==> src/rtl/mal_pkg.sv <==
package mal_pkg;

   localparam int TYPE_W = 4;

   typedef struct packed {
      logic              rsvd;
      logic              amo_dis;
      logic [TYPE_W-1:0] mtype;
      logic [1:0]        mode;
   } mal_cfg_t;

   localparam logic [1:0]        MODE_NAPOT   = 2'd3;
   localparam logic [TYPE_W-1:0] MT_DEV_NB    = 4'd0;
   localparam logic [TYPE_W-1:0] MT_MEM_NC_NB = 4'd2;
   localparam logic [TYPE_W-1:0] MT_HOLE      = 4'd15;

   function automatic logic [TYPE_W-1:0] map_type(input logic [TYPE_W-1:0] t);
      case (t)
         4'd6, 4'd7, 4'd12, 4'd13, 4'd14: return MT_DEV_NB;
         default:                         return t;
      endcase
   endfunction

endpackage

==> src/rtl/mal_regfile.sv <==
module mal_regfile
   import mal_pkg::*;
#(
   parameter int NUM_ENT = 16,
   parameter int ADDR_W  = 32,
   parameter int IDX_W   = 4
) (
   input  logic                              clk,
   input  logic                              rst_n,
   input  logic                              reg_we,
   input  logic                              reg_sel,
   input  logic [IDX_W-1:0]                  reg_idx,
   input  logic [ADDR_W-1:0]                 reg_wdata,
   output logic [ADDR_W-1:0]                 reg_rdata,
   output mal_cfg_t [NUM_ENT-1:0]            cfg_o,
   output logic [NUM_ENT-1:0][ADDR_W-1:0]    addr_o
);

   mal_cfg_t [NUM_ENT-1:0]          cfg_q;
   logic [NUM_ENT-1:0][ADDR_W-1:0]  addr_q;
   logic                            idx_ok;

   assign idx_ok = int'(reg_idx) < NUM_ENT;

   always_ff @(posedge clk or negedge rst_n) begin
      if (!rst_n) begin
         cfg_q  <= '0;
         addr_q <= '0;
      end else if (reg_we && idx_ok) begin
         if (reg_sel) addr_q[reg_idx] <= reg_wdata;
         else         cfg_q[reg_idx]  <= mal_cfg_t'({1'b0, reg_wdata[6:0]});
      end
   end

   always_comb begin
      reg_rdata = '0;
      if (idx_ok) begin
         if (reg_sel) reg_rdata = addr_q[reg_idx];
         else         reg_rdata = {{(ADDR_W-8){1'b0}}, cfg_q[reg_idx]};
      end
   end

   assign cfg_o  = cfg_q;
   assign addr_o = addr_q;

   // reserved configuration bit never reads back as one
   p_cfg_rsvd_r2: assert property (@(posedge clk) disable iff (!rst_n)
      !reg_sel |-> !reg_rdata[7]);

   // an address write lands in the addressed register
   p_addr_write_r2: assert property (@(posedge clk) disable iff (!rst_n)
      (reg_we && reg_sel && idx_ok) |=> addr_q[$past(reg_idx)] == $past(reg_wdata));

endmodule

==> src/rtl/mal_napot_match.sv <==
module mal_napot_match
   import mal_pkg::*;
#(
   parameter int ADDR_W    = 32,
   parameter int GRAN_LOG2 = 12
) (
   input  logic [1:0]        mode,
   input  logic [ADDR_W-1:0] areg,
   input  logic [ADDR_W-3:0] word_addr,
   output logic              hit
);

   localparam int                LOW_ONES = GRAN_LOG2 - 3;
   localparam logic [ADDR_W-1:0] LOW_MASK = (ADDR_W'(1) << LOW_ONES) - ADDR_W'(1);

   logic [ADDR_W-1:0] eff, span, word;

   always_comb begin
      eff  = areg | LOW_MASK;
      span = eff ^ (eff + ADDR_W'(1));
      word = {2'b00, word_addr};
      hit  = (mode == MODE_NAPOT) && ((word & ~span) == (eff & ~span));
   end

endmodule

==> src/rtl/mal_prio_sel.sv <==
module mal_prio_sel
   import mal_pkg::*;
#(
   parameter int NUM_ENT = 16,
   parameter int IDX_W   = 4
) (
   input  logic                              clk,
   input  logic                              rst_n,
   input  logic [NUM_ENT-1:0]                hits_i,
   input  logic [NUM_ENT-1:0][TYPE_W-1:0]    type_i,
   input  logic [NUM_ENT-1:0]                amo_dis_i,
   output logic                              any_o,
   output logic [IDX_W-1:0]                  idx_o,
   output logic [TYPE_W-1:0]                 type_o,
   output logic                              amo_ok_o,
   output logic                              hole_o
);

   always_comb begin
      any_o = 1'b0;
      idx_o = '0;
      for (int i = NUM_ENT - 1; i >= 0; i--) begin
         if (hits_i[i]) begin
            any_o = 1'b1;
            idx_o = IDX_W'(i);
         end
      end
      if (any_o) begin
         type_o   = map_type(type_i[idx_o]);
         amo_ok_o = !amo_dis_i[idx_o];
         hole_o   = type_i[idx_o] == MT_HOLE;
      end else begin
         type_o   = MT_MEM_NC_NB;
         amo_ok_o = 1'b1;
         hole_o   = 1'b0;
      end
   end

   // the chosen entry matched and no lower entry did
   p_first_wins_r6: assert property (@(posedge clk) disable iff (!rst_n)
      any_o |-> (hits_i[idx_o] &&
                 ((hits_i & ((NUM_ENT'(1) << idx_o) - NUM_ENT'(1))) == '0)));

   // a hit is reported exactly when some matcher fired
   p_any_r6: assert property (@(posedge clk) disable iff (!rst_n)
      any_o == (hits_i != '0));

endmodule

==> src/rtl/mem_attr_lookup.sv <==
module mem_attr_lookup
   import mal_pkg::*;
#(
   parameter  int NUM_ENT   = 16,
   parameter  int ADDR_W    = 32,
   parameter  int GRAN_LOG2 = 12,
   parameter  bit REG_OUT   = 1'b1,
   localparam int IDX_W     = (NUM_ENT > 1) ? $clog2(NUM_ENT) : 1
) (
   input  logic              clk,
   input  logic              rst_n,
   input  logic              reg_we,
   input  logic              reg_sel,
   input  logic [IDX_W-1:0]  reg_idx,
   input  logic [ADDR_W-1:0] reg_wdata,
   output logic [ADDR_W-1:0] reg_rdata,
   input  logic              lk_valid,
   input  logic [ADDR_W-1:0] lk_addr,
   input  logic              lk_atomic,
   output logic              res_valid,
   output logic              res_hit,
   output logic [IDX_W-1:0]  res_entry,
   output logic [TYPE_W-1:0] res_type,
   output logic              res_amo_ok,
   output logic              res_hole,
   output logic              fault_amo,
   output logic              fault_hole
);

   if (NUM_ENT < 1) begin : g_bad_ent
      $error("NUM_ENT must be at least 1");
   end
   if (ADDR_W < 16) begin : g_bad_aw
      $error("ADDR_W must be at least 16");
   end
   if (GRAN_LOG2 < 3 || GRAN_LOG2 >= ADDR_W) begin : g_bad_gran
      $error("GRAN_LOG2 out of range");
   end

   mal_cfg_t [NUM_ENT-1:0]              cfg;
   logic [NUM_ENT-1:0][ADDR_W-1:0]      areg;
   logic [NUM_ENT-1:0]                  hits;
   logic [NUM_ENT-1:0][TYPE_W-1:0]      ent_type;
   logic [NUM_ENT-1:0]                  ent_amo_dis;

   logic              c_hit, c_amo_ok, c_hole;
   logic [IDX_W-1:0]  c_idx;
   logic [TYPE_W-1:0] c_type;
   logic              c_fault_amo, c_fault_hole;

   mal_regfile #(.NUM_ENT(NUM_ENT), .ADDR_W(ADDR_W), .IDX_W(IDX_W)) u_regs (
      .clk, .rst_n, .reg_we, .reg_sel, .reg_idx, .reg_wdata, .reg_rdata,
      .cfg_o(cfg), .addr_o(areg)
   );

   for (genvar e = 0; e < NUM_ENT; e++) begin : g_ent
      assign ent_type[e]    = cfg[e].mtype;
      assign ent_amo_dis[e] = cfg[e].amo_dis;
      mal_napot_match #(.ADDR_W(ADDR_W), .GRAN_LOG2(GRAN_LOG2)) u_match (
         .mode(cfg[e].mode), .areg(areg[e]),
         .word_addr(lk_addr[ADDR_W-1:2]), .hit(hits[e])
      );
   end

   mal_prio_sel #(.NUM_ENT(NUM_ENT), .IDX_W(IDX_W)) u_sel (
      .clk, .rst_n, .hits_i(hits), .type_i(ent_type), .amo_dis_i(ent_amo_dis),
      .any_o(c_hit), .idx_o(c_idx), .type_o(c_type),
      .amo_ok_o(c_amo_ok), .hole_o(c_hole)
   );

   assign c_fault_amo  = lk_valid && lk_atomic && !c_amo_ok;
   assign c_fault_hole = lk_valid && c_hole;

   if (REG_OUT) begin : g_reg_out
      always_ff @(posedge clk or negedge rst_n) begin
         if (!rst_n) begin
            res_valid  <= 1'b0;
            res_hit    <= 1'b0;
            res_entry  <= '0;
            res_type   <= MT_MEM_NC_NB;
            res_amo_ok <= 1'b1;
            res_hole   <= 1'b0;
            fault_amo  <= 1'b0;
            fault_hole <= 1'b0;
         end else begin
            res_valid  <= lk_valid;
            fault_amo  <= c_fault_amo;
            fault_hole <= c_fault_hole;
            if (lk_valid) begin
               res_hit    <= c_hit;
               res_entry  <= c_idx;
               res_type   <= c_type;
               res_amo_ok <= c_amo_ok;
               res_hole   <= c_hole;
            end
         end
      end

      // one cycle from request to result
      p_latency_r11: assert property (@(posedge clk) disable iff (!rst_n)
         lk_valid |=> res_valid);
      p_idle_r11: assert property (@(posedge clk) disable iff (!rst_n)
         !lk_valid |=> !res_valid);
   end else begin : g_comb_out
      assign res_valid  = lk_valid;
      assign res_hit    = c_hit;
      assign res_entry  = c_idx;
      assign res_type   = c_type;
      assign res_amo_ok = c_amo_ok;
      assign res_hole   = c_hole;
      assign fault_amo  = c_fault_amo;
      assign fault_hole = c_fault_hole;
   end

   // a miss reports the default attributes
   p_miss_default_r7: assert property (@(posedge clk) disable iff (!rst_n)
      (res_valid && !res_hit) |-> (res_type == MT_MEM_NC_NB && res_amo_ok && res_entry == '0));

   // reserved codes never reach the output
   p_type_legal_r8: assert property (@(posedge clk) disable iff (!rst_n)
      res_valid |-> !(res_type inside {4'd6, 4'd7, 4'd12, 4'd13, 4'd14}));

   // hole flag agrees with the reported type
   p_hole_flag_r9: assert property (@(posedge clk) disable iff (!rst_n)
      res_valid |-> (res_hole == (res_type == MT_HOLE)));

   // hole fault only with a valid hole result
   p_hole_fault_r9: assert property (@(posedge clk) disable iff (!rst_n)
      fault_hole |-> (res_valid && res_hole));

   // atomic fault only where atomics are forbidden
   p_amo_fault_r10: assert property (@(posedge clk) disable iff (!rst_n)
      fault_amo |-> (res_valid && !res_amo_ok));

endmodule

==> config.mk <==
export PLATFORM = sky130hd
export DESIGN_NAME = mem_attr_lookup
export DESIGN_NICKNAME = d
export VERILOG_FILES = /design/src/rtl/mal_pkg.sv /design/src/rtl/mal_regfile.sv /design/src/rtl/mal_napot_match.sv /design/src/rtl/mal_prio_sel.sv /design/src/rtl/mem_attr_lookup.sv
export SDC_FILE = /design/constraint.sdc
export NUM_CORES = 2
export LEC_CHECK = 0
export BUFFER_PORTS_ARGS = -buffer_cell sky130_fd_sc_hd__buf_2
export CAP_MARGIN = 5
export CORE_UTILIZATION = 37
export CTS_CLUSTER_SIZE = 14
export DETAILED_ROUTE_END_ITERATION = 7
export PLACE_DENSITY = 0.51
export SLEW_MARGIN = 20
export SYNTH_ARGS = -nofsm -noshare
export SYNTH_HDL_FRONTEND = slang
export SYNTH_HIERARCHICAL = 1
export SYNTH_SLANG_ARGS = --single-unit
export TNS_END_PERCENT = 10
==> constraint.sdc <==
create_clock -name clk -period 13.71 [get_ports clk]
set_input_delay 0.6855 -clock clk [delete_from_list [all_inputs] [get_ports clk]]
set_output_delay 0.6855 -clock clk [all_outputs]
set_load 0.02 [all_outputs]
==> impl_metrics.csv <==
group,metric,value,unit
clock_network,postCtsResizedCells,0,
sta,setup_viol,0,
critical_path,cp_slowest_cell,"nor4_2",
place,placed_cells,5822,
clock_network,clkLatencyLatePin,680,ps
logic_synthesis,syn_inst,4176,
floorplan,rows,130,
sta,report.final.slew_viol_count,0,
drt,drc,0,
floorplan,io_pins,120,
drt,num_vias,36200,
critical_path,path_max_fanout,7,
sta,fin_crit,6930,ps
power,power.density,140,mW/mm^2
sta,tns,0,ps
worst_hold_path,hold_path_class,"in -> async",
logic_synthesis,yosysWarningCount,6,
clock_network,cts_tree,"done",
place,io_buffers,107,
critical_path,critPathCaptureType,"flip-flop",
floorplan,dieArea,0.129,mm^2
floorplan,die_w,359,um
finish,fin_cells,5970,
critical_path,critPathKind,"reg -> reg",
sta,max_freq,0.144,GHz
drt,post_drt_wl_per_cell,28.5,um
clock_network,htree_levels,3,
logic_synthesis,syn-mean-instance-area,11.3,um^2
drt,drt_wl_total,170,mm
place,dp_hpwl,116,mm
critical_path,worstPathArrival,7530,ps
clock_network,clock_path_buffers,3,
critical_path,max_stage_delay,920,ps
finish,drive_above_1_share,28.8,%
floorplan,initial_core_util,37.4,%
clock_network,cts.sinks,638,
logic_synthesis,syn_area,0.0471,mm^2
power,ir_drop,93.5,uV
global_routing,grt_max_degree,167,
power,cellLeakagePower,0.0227,uW
finish,final_area,0.0522,mm^2
place,dpl_cell_area,0.0495,mm^2
sta,rsz0062_at_grt,"no",
sta,skew,27.4,ps
clock_network,cts_made_buffers,82,
critical_path,r2r_start,"u_regs/addr_o[235]",
global_routing,grt_use_total,26.1,%
drt,drt_first_pass_iters,5,
drt,ant_nets,0,
flow_run,cap_viol_max_count,0,
clock_network,clk_pin_slew_worst_paths,60,ps
global_routing,grt_pass1_vias,34400,
sta,tightest_slew,1150,ps
clock_network,cts.hold.buffers_added,0,
floorplan,die_y,359,um
global_routing,antenna_found_initial,9,
sta,worst_slew_margin_rel,22.6,%
sta,fin_crit_sh,50.5,%
finish,final_nets,4666,
critical_path,critPathLaunch,"u_regs/addr_o[235]",
run_status,status,"finished clean",
logic_synthesis,syn_nets,4586,
place,gp_congestion,0.886,
global_routing,grt_pass1_wl,246,mm
floorplan,core_area,0.126,mm^2
drt,drt_iter0_drc,2887,
clock_network,cts_setup_buffers,0,
critical_path,path_cells,"and3_1, nand4_1, nor2_1, nand3_1, ha_1, xor2_1, a21boi_0, nor4b_1, nand4_1, nor4_2, nor3_1, a2111o_1, nand2_2, mux2_1, o221ai_1, a222oi_1, nand3_1, nor2_1, mux2_2",
finish,syn2layout_area_growth,10.8,%
clock_network,clock-root-buffer,"clkbuf_16",
global_routing,grt_overflow_total,0,
critical_path,crit_required,14310,ps
drt,vias_per_cell,6.06,
sta,hold_viol_final,0,
critical_path,cp-start-kind,"flip-flop",
-- power by group --
| group | switching (uW) | leakage [uW] | internal, uW |
|---|---|---|---|
| combinational | 1090 | 0.0132 | 1120 |
| sequential | 598 | 0.00816 | 2240 |
| clock | 899 | 0.00135 | 1350 |
| total | 2580 | 0.0227 | 4710 |
-- metal layers --
metal	wire length [um]	GRT usage, %
met2	79000	42.2
met1	76200	36.1
met3	9480	3.36
met4	5470	8.05
met5	0	0
-- worst max-delay path, delay by kind of cell, from the launching register on --
family / cells / cell delay [ps]
muxes: 2 / 420
adders and majority gates: 1 / 310
xor gates and xnor gates: 1 / 180
DFF: 1 / 500
and+or+nand+nor: 11 / 3700
AOI/OAI and AO/OA: 4 / 1740
-- path summary, 6_finish.rpt --
check,slack (ps),depth (start not counted),end
worst max-delay path,6780,19,res_hole
max in group asynchronous,10370,4,u_regs/addr_o[405]
worst min-delay path,80,1,u_regs/addr_o[360]
worst max register to register,6780,19,res_hole
min in group clk,300,2,fault_amo
worst min register to register,480,1,u_regs/addr_o[422]
-- cell type report --
type | instances | area [um^2]
Multi-Input combinational cell | 3253 | 30000
Tap cell | 1650 | 2060
Timing Repair Buffer | 160 | 993
Clock inverter | 26 | 334
Sequential cell | 638 | 16000
Antenna cell | 1 | 2.50
Fill cell | 12100 | 73800
Clock buffer | 121 | 2420
Inverter | 121 | 454
-- cells in the final DEF (no fill, tap or decap), types with 31 or more instances in the layout --
cell type,count
dfrtp_1,636
mux2_2,629
xor2_1,337
ha_1,336
nand3_1,241
nand2_1,166
nand4_1,129
mux4_2,122
inv_1,119
a21boi_0,116
and3b_1,113
mux2i_1,113
buf_2,103
a21oi_1,95
nor2_1,90
a21o_1,86
clkbuf_16,84
and3_1,83
a211oi_1,56
buf_4,51
o22a_1,40
nand3b_1,33
and4_1,32
o22ai_1,31
-- stage by stage --
stage / power [uW] / utilization [%] / hold slack [ps] / setup slack [ps]
3_3_place_gp: 4980 / 39.2 / 467 / 7030
6_report: 7300 / 41.4 / 82.3 / 6780
3_5_place_dp: 5050 / 39.2 / 474 / 6980
2_1_floorplan: 4280 / - / 390 / 8930
5_1_grt: 7680 / 41.4 / 137 / 6520
4_1_cts: 7320 / 41.4 / 107 / 6950
-- sequential cells by signal, summed over array words and instances, names as in the netlist --
signal	cells
fault_amo	1
fault_hole	1
res_amo_ok	1
res_entry	4
res_hit	1
res_hole	1
res_type	4
res_valid	1
u_regs/addr_o	512
u_regs/cfg_o	112
(Power assumes the default switching activity.)
